File: config.mk
export PLATFORM = sky130hd
export DESIGN_NAME = irq_mask_ctrl
export DESIGN_NICKNAME = d
export VERILOG_FILES = /design/src/rtl/irq_mask_pkg.sv /design/src/rtl/irq_mask_decode.sv /design/src/rtl/irq_mask_store.sv /design/src/rtl/irq_mask_gate.sv /design/src/rtl/irq_mask_ctrl.sv
export SDC_FILE = /design/constraint.sdc
export NUM_CORES = 1
export LEC_CHECK = 0
export BUFFER_PORTS_ARGS = -buffer_cell sky130_fd_sc_hd__buf_2
export CAP_MARGIN = 0
export CORE_MARGIN = 8
export CORE_UTILIZATION = 44
export CTS_CLUSTER_DIAMETER = 60
export CTS_CLUSTER_SIZE = 16
export DETAILED_ROUTE_END_ITERATION = 6
export MAX_ROUTING_LAYER = met4
export PLACE_DENSITY = 0.89
export SLEW_MARGIN = 20
export SYNTH_ARGS = -nofsm -noshare
export SYNTH_HDL_FRONTEND = slang
export SYNTH_SLANG_ARGS = --single-unit
File: constraint.sdc
create_clock -name clk -period 2 [get_ports clk]
set_input_delay 0 -clock clk [delete_from_list [all_inputs] [get_ports clk]]
set_output_delay 0 -clock clk [all_outputs]
set_load 0.005 [all_outputs]
File: src/rtl/irq_mask_pkg.sv
package irq_mask_pkg;
   localparam int unsigned MASK_W   = 32;
   localparam int unsigned ADDR_W   = 8;
   localparam int unsigned MASTER_POS = 31;
   localparam logic [MASK_W-1:0] RSVD_BITS = 32'h1000_7C00;

   typedef enum logic [1:0] {
      ACC_NONE  = 2'd0,
      ACC_SET   = 2'd1,
      ACC_CLEAR = 2'd2,
      ACC_READ  = 2'd3
   } acc_kind_e;
endpackage

File: src/rtl/irq_mask_decode.sv
module irq_mask_decode
   import irq_mask_pkg::*;
#(
   parameter int unsigned AW         = ADDR_W,
   parameter logic [AW-1:0] SET_ADDR = 'h88,
   parameter logic [AW-1:0] CLR_ADDR = 'h8C
)(
   input  logic          valid_i,
   input  logic          write_i,
   input  logic [AW-1:0] addr_i,
   output acc_kind_e     kind_o
);
   generate
      if (SET_ADDR == CLR_ADDR) begin : g_bad_alias
         $error("set and clear aliases must differ");
      end
   endgenerate

   logic hit_set, hit_clr;
   assign hit_set = (addr_i == SET_ADDR);
   assign hit_clr = (addr_i == CLR_ADDR);

   always_comb begin
      kind_o = ACC_NONE;
      if (valid_i) begin
         if (!write_i && (hit_set || hit_clr)) kind_o = ACC_READ;
         else if (write_i && hit_set)          kind_o = ACC_SET;
         else if (write_i && hit_clr)          kind_o = ACC_CLEAR;
      end
   end
endmodule

File: src/rtl/irq_mask_store.sv
module irq_mask_store
   import irq_mask_pkg::*;
#(
   parameter int unsigned W         = MASK_W,
   parameter logic [W-1:0] RSVD     = RSVD_BITS
)(
   input  logic         clk,
   input  logic         rst_n,
   input  acc_kind_e    kind_i,
   input  logic [W-1:0] wdata_i,
   output logic [W-1:0] mask_o
);
   localparam logic [W-1:0] WRITABLE = ~RSVD;

   generate
      for (genvar b = 0; b < W; b++) begin : g_bit
         if (RSVD[b]) begin : g_rsvd
            assign mask_o[b] = 1'b0;
         end else begin : g_live
            logic q;
            always_ff @(posedge clk or negedge rst_n) begin
               if (!rst_n)                                 q <= 1'b0;
               else if (kind_i == ACC_SET   && wdata_i[b]) q <= 1'b1;
               else if (kind_i == ACC_CLEAR && wdata_i[b]) q <= 1'b0;
            end
            assign mask_o[b] = q;
         end
      end
   endgenerate

   // reserved positions never leave zero
   a_r5_reserved_zero: assert property (@(posedge clk) disable iff (!rst_n)
      (mask_o & RSVD) == '0);

   // ones written at the set alias are present on the next edge
   a_r1_set_lands: assert property (@(posedge clk) disable iff (!rst_n)
      kind_i == ACC_SET |=> ((mask_o & $past(wdata_i) & WRITABLE) == ($past(wdata_i) & WRITABLE)));

   // ones written at the clear alias are gone on the next edge
   a_r2_clear_lands: assert property (@(posedge clk) disable iff (!rst_n)
      kind_i == ACC_CLEAR |=> ((mask_o & $past(wdata_i)) == '0));

   // no set or clear access means no mask change
   a_r10_idle_stable: assert property (@(posedge clk) disable iff (!rst_n)
      (kind_i == ACC_NONE || kind_i == ACC_READ) |=> $stable(mask_o));
endmodule

File: src/rtl/irq_mask_gate.sv
module irq_mask_gate
   import irq_mask_pkg::*;
#(
   parameter int unsigned W      = MASK_W,
   parameter int unsigned MASTER = MASTER_POS
)(
   input  logic         clk,
   input  logic         rst_n,
   input  logic [W-1:0] mask_i,
   input  logic [W-1:0] event_i,
   output logic         irq_o
);
   generate
      if (MASTER >= W) begin : g_bad_master
         $error("master enable position outside mask");
      end
   endgenerate

   logic [W-1:0] src_en;
   logic         any_src;

   always_comb begin
      src_en         = event_i & mask_i;
      src_en[MASTER] = 1'b0;
      any_src        = |src_en;
   end

   always_ff @(posedge clk or negedge rst_n) begin
      if (!rst_n) irq_o <= 1'b0;
      else        irq_o <= mask_i[MASTER] & any_src;
   end

   // master enable low holds the line low on the next cycle
   a_r6_master_blocks: assert property (@(posedge clk) disable iff (!rst_n)
      !mask_i[MASTER] |=> !irq_o);

   // no enabled event means no interrupt on the next cycle
   a_r7_no_enabled_src: assert property (@(posedge clk) disable iff (!rst_n)
      ((event_i & mask_i & ~(W'(1) << MASTER)) == '0) |=> !irq_o);
endmodule

File: src/rtl/irq_mask_ctrl.sv
module irq_mask_ctrl
   import irq_mask_pkg::*;
#(
   parameter int unsigned      DATA_W   = MASK_W,
   parameter int unsigned      AW       = ADDR_W,
   parameter logic [AW-1:0]    SET_ADDR = 'h88,
   parameter logic [AW-1:0]    CLR_ADDR = 'h8C,
   parameter int unsigned      MASTER   = MASTER_POS,
   parameter logic [DATA_W-1:0] RSVD    = RSVD_BITS
)(
   input  logic              clk,
   input  logic              rst_n,
   input  logic              bus_valid,
   input  logic              bus_write,
   input  logic [AW-1:0]     bus_addr,
   input  logic [DATA_W-1:0] bus_wdata,
   output logic [DATA_W-1:0] bus_rdata,
   input  logic [DATA_W-1:0] event_vec,
   output logic              irq_out
);
   generate
      if (RSVD[MASTER]) begin : g_bad_rsvd
         $error("master enable cannot be reserved");
      end
   endgenerate

   acc_kind_e         kind;
   logic [DATA_W-1:0] mask;

   irq_mask_decode #(.AW(AW), .SET_ADDR(SET_ADDR), .CLR_ADDR(CLR_ADDR)) u_dec (
      .valid_i(bus_valid), .write_i(bus_write), .addr_i(bus_addr), .kind_o(kind));

   irq_mask_store #(.W(DATA_W), .RSVD(RSVD)) u_store (
      .clk(clk), .rst_n(rst_n), .kind_i(kind), .wdata_i(bus_wdata), .mask_o(mask));

   irq_mask_gate #(.W(DATA_W), .MASTER(MASTER)) u_gate (
      .clk(clk), .rst_n(rst_n), .mask_i(mask), .event_i(event_vec), .irq_o(irq_out));

   assign bus_rdata = (kind == ACC_READ) ? mask : '0;

   // read data is zero outside a read hit
   a_r4_rdata_idle: assert property (@(posedge clk) disable iff (!rst_n)
      !(bus_valid && !bus_write) |-> bus_rdata == '0);
endmodule

==> flow_summary.toml, run 1 <==
[floorplanning]
core-area_mm2 = 0.00336
dieArea_mm2 = 0.00571
dieHeight_um = 75.6
num_io_pins = 109
rows = 21
initial_core_util_pct = 46.4
die_w_um = 75.6

[logic_synthesis]
ys_ff_latch = 27
synth.distinct_cells = 21
synth_cells = 165
synth_warnings = 0
syn_area_mm2 = 0.00156
ys_seq_area_share_pct = 43.3
syn_area_per_cell_um2 = 9.46

[job]
max_cap_viol_count = 0

[timing]
finalCritPeriodShare_pct = 62.6
fin_crit_ps = 1250
rsz0062_at_grt = "false"
worst_slew_pin_slew_ps = 613
slew_headroom_pct = 59.1
fin_tns_setup_ps = 0
fmaxAchievable_mhz = 798
timing_hold_violations_final = 0
finalMaxSlewViolations = 0
finClkSkew_ps = 12.4
hold_slack_ps = 19.8
setup_violations = 0

[worst_setup_path]
critical_path.max_stage_delay_ps = 420
end_kind = "output pin"
crit_fanout = 26
cp.required_ps = 2000
cp-start-kind = "input port"
critPathKind = "input port to output pin"
reg2reg_depth = 3
cpMaxStageDelayCell = "or3_4"
critPathArrivalTime_ps = 1250
timing.rr.end = "u_gate.irq_o"
cpMostUsedCell = "buf_2"
regToRegStartpoint = "u_store.g_bit[5].g_live.q"
crit_chain = "buf_2, or3_4, nor4_4, buf_4, and2_1, buf_2"
reg2reg_slack_ps = 760

[place]
port_buffers = 89
hpwl_um = 3460
place.gp.congestion = 0.743

[power_and_ir_drop]
vdd_ir_drop_max_mv = 0.195
leakage_uw = 0.00144
p_per_area_mw_per_mm2 = 424

[routing]
routed_wl_um = 5080
vias_per_cell = 4.69
drcViolationCount = 0
detail-route-antenna-nets = 0
dr.pass1.iters = 4
drt_iter0_markers = 64
num_vias = 1525
routedWlPerCell_um = 15.6

[global_routing]
antenna_found_initial = 0
globalRoute.totalOverflow = 0
grt_pass1_wl_um = 7780
groute.usage.overall_pct = 18.4
grt_max_degree = 28
first_global_vias = 1678

[clocking]
numCtsBuffers = 3
cts-htree-levels = 1
root_buffer = "clkbuf_4"
clk_path_buf_depth = 2
cts_hold_buf = 27
cts_sinks = 27
clk_pin_slew_ps = 160
insertion_delay_ps = 330
cts_tree = "built"
post_cts_resized = 0
post_cts_buffers = 0

[outcome]
status = "complete, no violations"

[finish]
mostFrequentLayoutCells = "buf_2, dlygate4sd3_1, dfrtp_1"
fill_cells = 281
syn2layout_area_growth_pct = 48.6
antennaDiodeCount = 0
drive_gt1_share_pct = 35.1
nNetsFinal = 356
layout_commonest_cell = "buf_2"

[worst_hold_path]
hp-start = "event_vec[30]"
hold_end = "u_gate.irq_o"
hp-class = "input port to flop"
hold_depth = 3
[kinds of logic (layout without fill, tap and decap cells)]
| family | count (synthesis) | in the layout | share of synthesized area [%] |
|---|---|---|---|
| mux | 26 | 26 | 16.7 |
| buf+inv | 39 | 148 | 11.8 |
| flops | 27 | 27 | 43.3 |
| other cells | 1 | 6 | 0.240 |
| compound gates | 13 | 13 | 6.81 |
| simple gates | 59 | 59 | 21.2 |
[power breakdown]
group / leakage [µW] / internal [µW] / switching, µW
combinational: 0.00119 / 97.6 / 66.3
clock: 0.0000139 / 76.5 / 172
sequential: 0.000240 / 561 / 10.6
[cell type report]
class	instances	area, µm²	share of cell area [%]
clock buffer	3	22.5	0.970
inverter	26	97.6	4.20
sequential	27	676	29.1
multi-input combinational	104	729	31.4
tap	46	57.6	2.48
clock inverter	1	7.51	0.323
timing repair buffer	118	731	31.5
[synth_stat cells]
master | instances | area (µm²)
buf_6 | 2 | 22.5
conb_1 | 1 | 3.75
inv_1 | 26 | 97.6
nand4_1 | 1 | 6.26
nand4b_1 | 1 | 8.76
nand2_1 | 26 | 97.6
buf_4 | 6 | 45.0
a22oi_1 | 7 | 52.6
nand3_1 | 1 | 5.00
and2_1 | 26 | 163
a41oi_1 | 1 | 8.76
a22o_1 | 2 | 17.5
clkbuf_1 | 5 | 18.8
nor4_2 | 1 | 12.5
a221oi_1 | 2 | 17.5
dfrtp_1 | 27 | 676
mux2i_1 | 26 | 260
or3_4 | 1 | 11.3
nor2_1 | 1 | 3.75
nor4b_4 | 1 | 23.8
a222oi_1 | 1 | 10.0
[how the worst max path moves through the flow]
stage,from,end,slack [ps],cells after the start
after global placement,bus_addr[0],u_store.g_bit[5].g_live.q,550,6
after floorplan,bus_addr[0],u_store.g_bit[0].g_live.q,730,5
after detailed placement,bus_addr[0],u_store.g_bit[21].g_live.q,510,6
after CTS,bus_addr[0],bus_rdata[8],760,6
final,bus_addr[0],bus_rdata[3],750,6
after global routing,u_store.g_bit[5].g_live.q,u_gate.irq_o,680,3
[registers in the layout (all words and copies together) (netlist names)]
signal,cells
u_gate.irq_o,1
u_store.g_bit.g_live.q,26
[per-layer routing]
metal  wire length [µm]  vias to the layer above  GRT usage (%)
li1                   -                      749              -
met1               1930                      703           20.5
met2               2630                       67           33.5
met3                458                        6           2.76
met4                 63                        0           4.69
met5                  0                        -              -
[worst max-delay path: cells and delay by family]
family / cells / cell delay [ps]
and+or+nand+nor: 3 / 730
buffers and inverters: 3 / 510
[per-stage QoR]
stage | cell area (µm²) | setup WS, ps | total power, µW | std cells | utilization [%]
floorplan | 1580 | 728 | 626 | 170 | -
global placement | 2020 | 552 | 698 | 294 | 60.1
detailed placement | 2020 | 508 | 702 | 294 | 60.1
CTS | 2320 | 763 | 989 | 325 | 69.0
global route | 2320 | 683 | 1040 | 325 | 69.0
finish | 2320 | 748 | 984 | 325 | 69.0
Power figures use the tool's default switching activity.
==> run 2: changes to the inputs <==
--- a/config.mk
+++ b/config.mk
@@ -8,12 +8,12 @@
 export BUFFER_PORTS_ARGS = -buffer_cell sky130_fd_sc_hd__buf_2
 export CAP_MARGIN = 0
 export CORE_MARGIN = 8
-export CORE_UTILIZATION = 44
+export CORE_UTILIZATION = 41
 export CTS_CLUSTER_DIAMETER = 60
 export CTS_CLUSTER_SIZE = 16
 export DETAILED_ROUTE_END_ITERATION = 6
 export MAX_ROUTING_LAYER = met4
-export PLACE_DENSITY = 0.89
+export PLACE_DENSITY = 0.84
 export SLEW_MARGIN = 20
 export SYNTH_ARGS = -nofsm -noshare
 export SYNTH_HDL_FRONTEND = slang
==> constraint.sdc (replaced) <==
create_clock -name clk -period 1.28 [get_ports clk]
set_input_delay 0 -clock clk [delete_from_list [all_inputs] [get_ports clk]]
set_output_delay 0 -clock clk [all_outputs]
set_load 0.005 [all_outputs]
==> run 2 against run 1 <==
The flow now finishes with violations (negative hold slack). Global-route usage fell by 3.4 points. Worst hold slack worse by 23 ps. Clock power rose by 88%. Routed wire length shrank 6.3%. First-iteration DRC count fell by 34%. Cell area up 0.22%. Register-to-register slack lost 700 ps. Clock skew fell by 8.2 ps. Critical path depth unchanged. Core utilization is 5.5 points lower. Critical path type unchanged. Critical endpoint unchanged. Largest power group unchanged. Highest routed layer unchanged.
==> flow_summary.toml, run 2 (synthesis results as in run 1) <==
[finish]
mostFrequentLayoutCells = "buf_2, dfrtp_1, inv_1, nand2_1, mux2i_1"
fill_cells = 321
utilization_pct = 63.5
top_register = "u_store.g_bit.g_live.q"
largest_register_ffs = 26
layout_commonest_cell = "buf_2"
drive_gt1_share_pct = 38.7
register_area_um2 = 676
antennaDiodeCount = 0
multi_input_area_um2 = 751
reg_top3 = "u_store.g_bit.g_live.q: 26 flops, u_gate.irq_o: 1 flops"
fin_cells = 319
syn2layout_area_growth_pct = 49.0
nNetsFinal = 348

[worst_setup_path]
end_kind = "output pin"
cp-start-kind = "input port"
critPathKind = "input port to output pin"
crit_chain = "buf_6, nand4b_1, nor4_4, buf_4, and2_4, buf_6"
regToRegStartpoint = "u_store.g_bit[15].g_live.q"
crit_fanout = 6
critPathBufInv = 3
critPathArrivalTime_ps = 1230
cpMaxStageDelayCell = "nor4_4"
crit_family = "simple AND/OR/NAND/NOR gates"
reg2reg_slack_ps = 60
cp.required_ps = 1280
reg2reg_depth = 3
path_depth = 6
timing.rr.end = "u_gate.irq_o"
cpMostUsedCell = "buf_6"
critical_path.max_stage_delay_ps = 390

[floorplanning]
dieHeight_um = 77.7
num_io_pins = 109
rows = 22
initial_core_util_pct = 42.7
core-area_mm2 = 0.00366
dieArea_mm2 = 0.00604
die_w_um = 77.7

[routing]
routed_wl_um = 4760
drt_iter0_markers = 42
detail-route-antenna-nets = 0
drcViolationCount = 0
dr.pass1.iters = 4
routedWlPerCell_um = 14.9
num_vias = 1485
vias_per_cell = 4.66

[clocking]
cts_tree = "built"
root_buffer = "clkbuf_8"
cts_sinks = 27
clk_pin_slew_ps = 90
clk_path_buf_depth = 2
insertion_delay_ps = 270
numCtsBuffers = 3
cts-htree-levels = 1

[power_and_ir_drop]
vdd_ir_drop_max_mv = 0.407
leakage_uw = 0.00143
power_uw = 1600
p_per_area_mw_per_mm2 = 686

[worst_hold_path]
hp-start = "bus_wdata[18]"
hold_end = "u_store.g_bit[18].g_live.q"
hold_depth = 3
hp-class = "input port to flop"

[global_routing]
globalRoute.totalOverflow = 0
groute.usage.overall_pct = 15.0
antenna_found_initial = 0
grt_pass1_wl_um = 7460
first_global_vias = 1596
grt_max_degree = 28

[place]
dp.cells = 298
hpwl_um = 3500
port_buffers = 89
place.gp.congestion = 0.833

[timing]
rsz0062_at_grt = "true"
finalMaxSlewViolations = 0
finClkSkew_ps = 4.23
setup_violations = 0
fin_tns_setup_ps = 0
slew_headroom_pct = 60.2
hold_slack_ps = -3.26
fmaxAchievable_mhz = 811
worst_slew_pin_slew_ps = 597
timing_hold_violations_final = 1
finalCritPeriodShare_pct = 96.3
fin_crit_ps = 1230

[job]
max_cap_viol_count = 0

[outcome]
status = "finished, violations left"
violations = "negative hold slack"
-- run 2: worst min-delay path: cells and delay by family --
family	cells	cell delay, ps
AND/OR/NAND/NOR	1	60
multiplexers	1	70
buffers and inverters	1	100
-- run 2: through the flow --
| stage | worst slack [ps] | instance area, µm² |
|---|---|---|
| final | 47.1 | 2330 |
| after global routing | 1.59 | 2330 |
| after CTS | 6.49 | 2270 |
| after detailed placement | -64.9 | 2050 |
| after global placement | -45.9 | 2050 |
| after floorplan | 7.56 | 1580 |
-- run 2: what timing repair did --
action | CTS | global route
gates resized for setup | 0 | 14
setup buffers | 0 | 0
hold endpoints to repair | 43 | 0
setup endpoints to repair | 0 | 27
hold buffers | 17 | 0
-- run 2: worst max-delay path by stage --
| stage | startpoint | end | slack (ps) |
|---|---|---|---|
| global placement | bus_addr[0] | u_store.g_bit[22].g_live.q | -50 |
| floorplan | bus_addr[0] | u_store.g_bit[0].g_live.q | 8 |
| CTS | bus_addr[0] | bus_rdata[22] | 6 |
| finish | bus_addr[6] | bus_rdata[3] | 50 |
| detailed placement | bus_addr[0] | u_store.g_bit[7].g_live.q | -60 |
| global route | bus_addr[6] | bus_rdata[2] | 2 |
-- run 2: layer usage --
layer / up-vias / wire length [µm] / global-route usage [%] / part of all wire (%)
met5: - / 0 / - / 0
met4: 0 / 17 / 2.26 / 0.36
met3: 4 / 375 / 4.61 / 7.9
met2: 67 / 2320 / 25.7 / 49
met1: 683 / 2050 / 17.0 / 43
li1: 731 / - / - / -
-- run 2: area by class of cell --
type                    instances  share of cell area (%)
flip-flops and latches         27                    29.0
repair buffers                110                    30.0
multi-input cells             104                    32.3
clock buffers                   4                    1.94
inverters                      26                    4.20
well taps                      48                    2.58
-- run 2: power by group --
part           total [µW]  internal, µW  switching, µW  leakage [µW]
combinational         235           136           98.6       0.00117
sequential            893           875           17.9      0.000240
clock                 467           222            245     0.0000228
total                1600          1230            361       0.00143
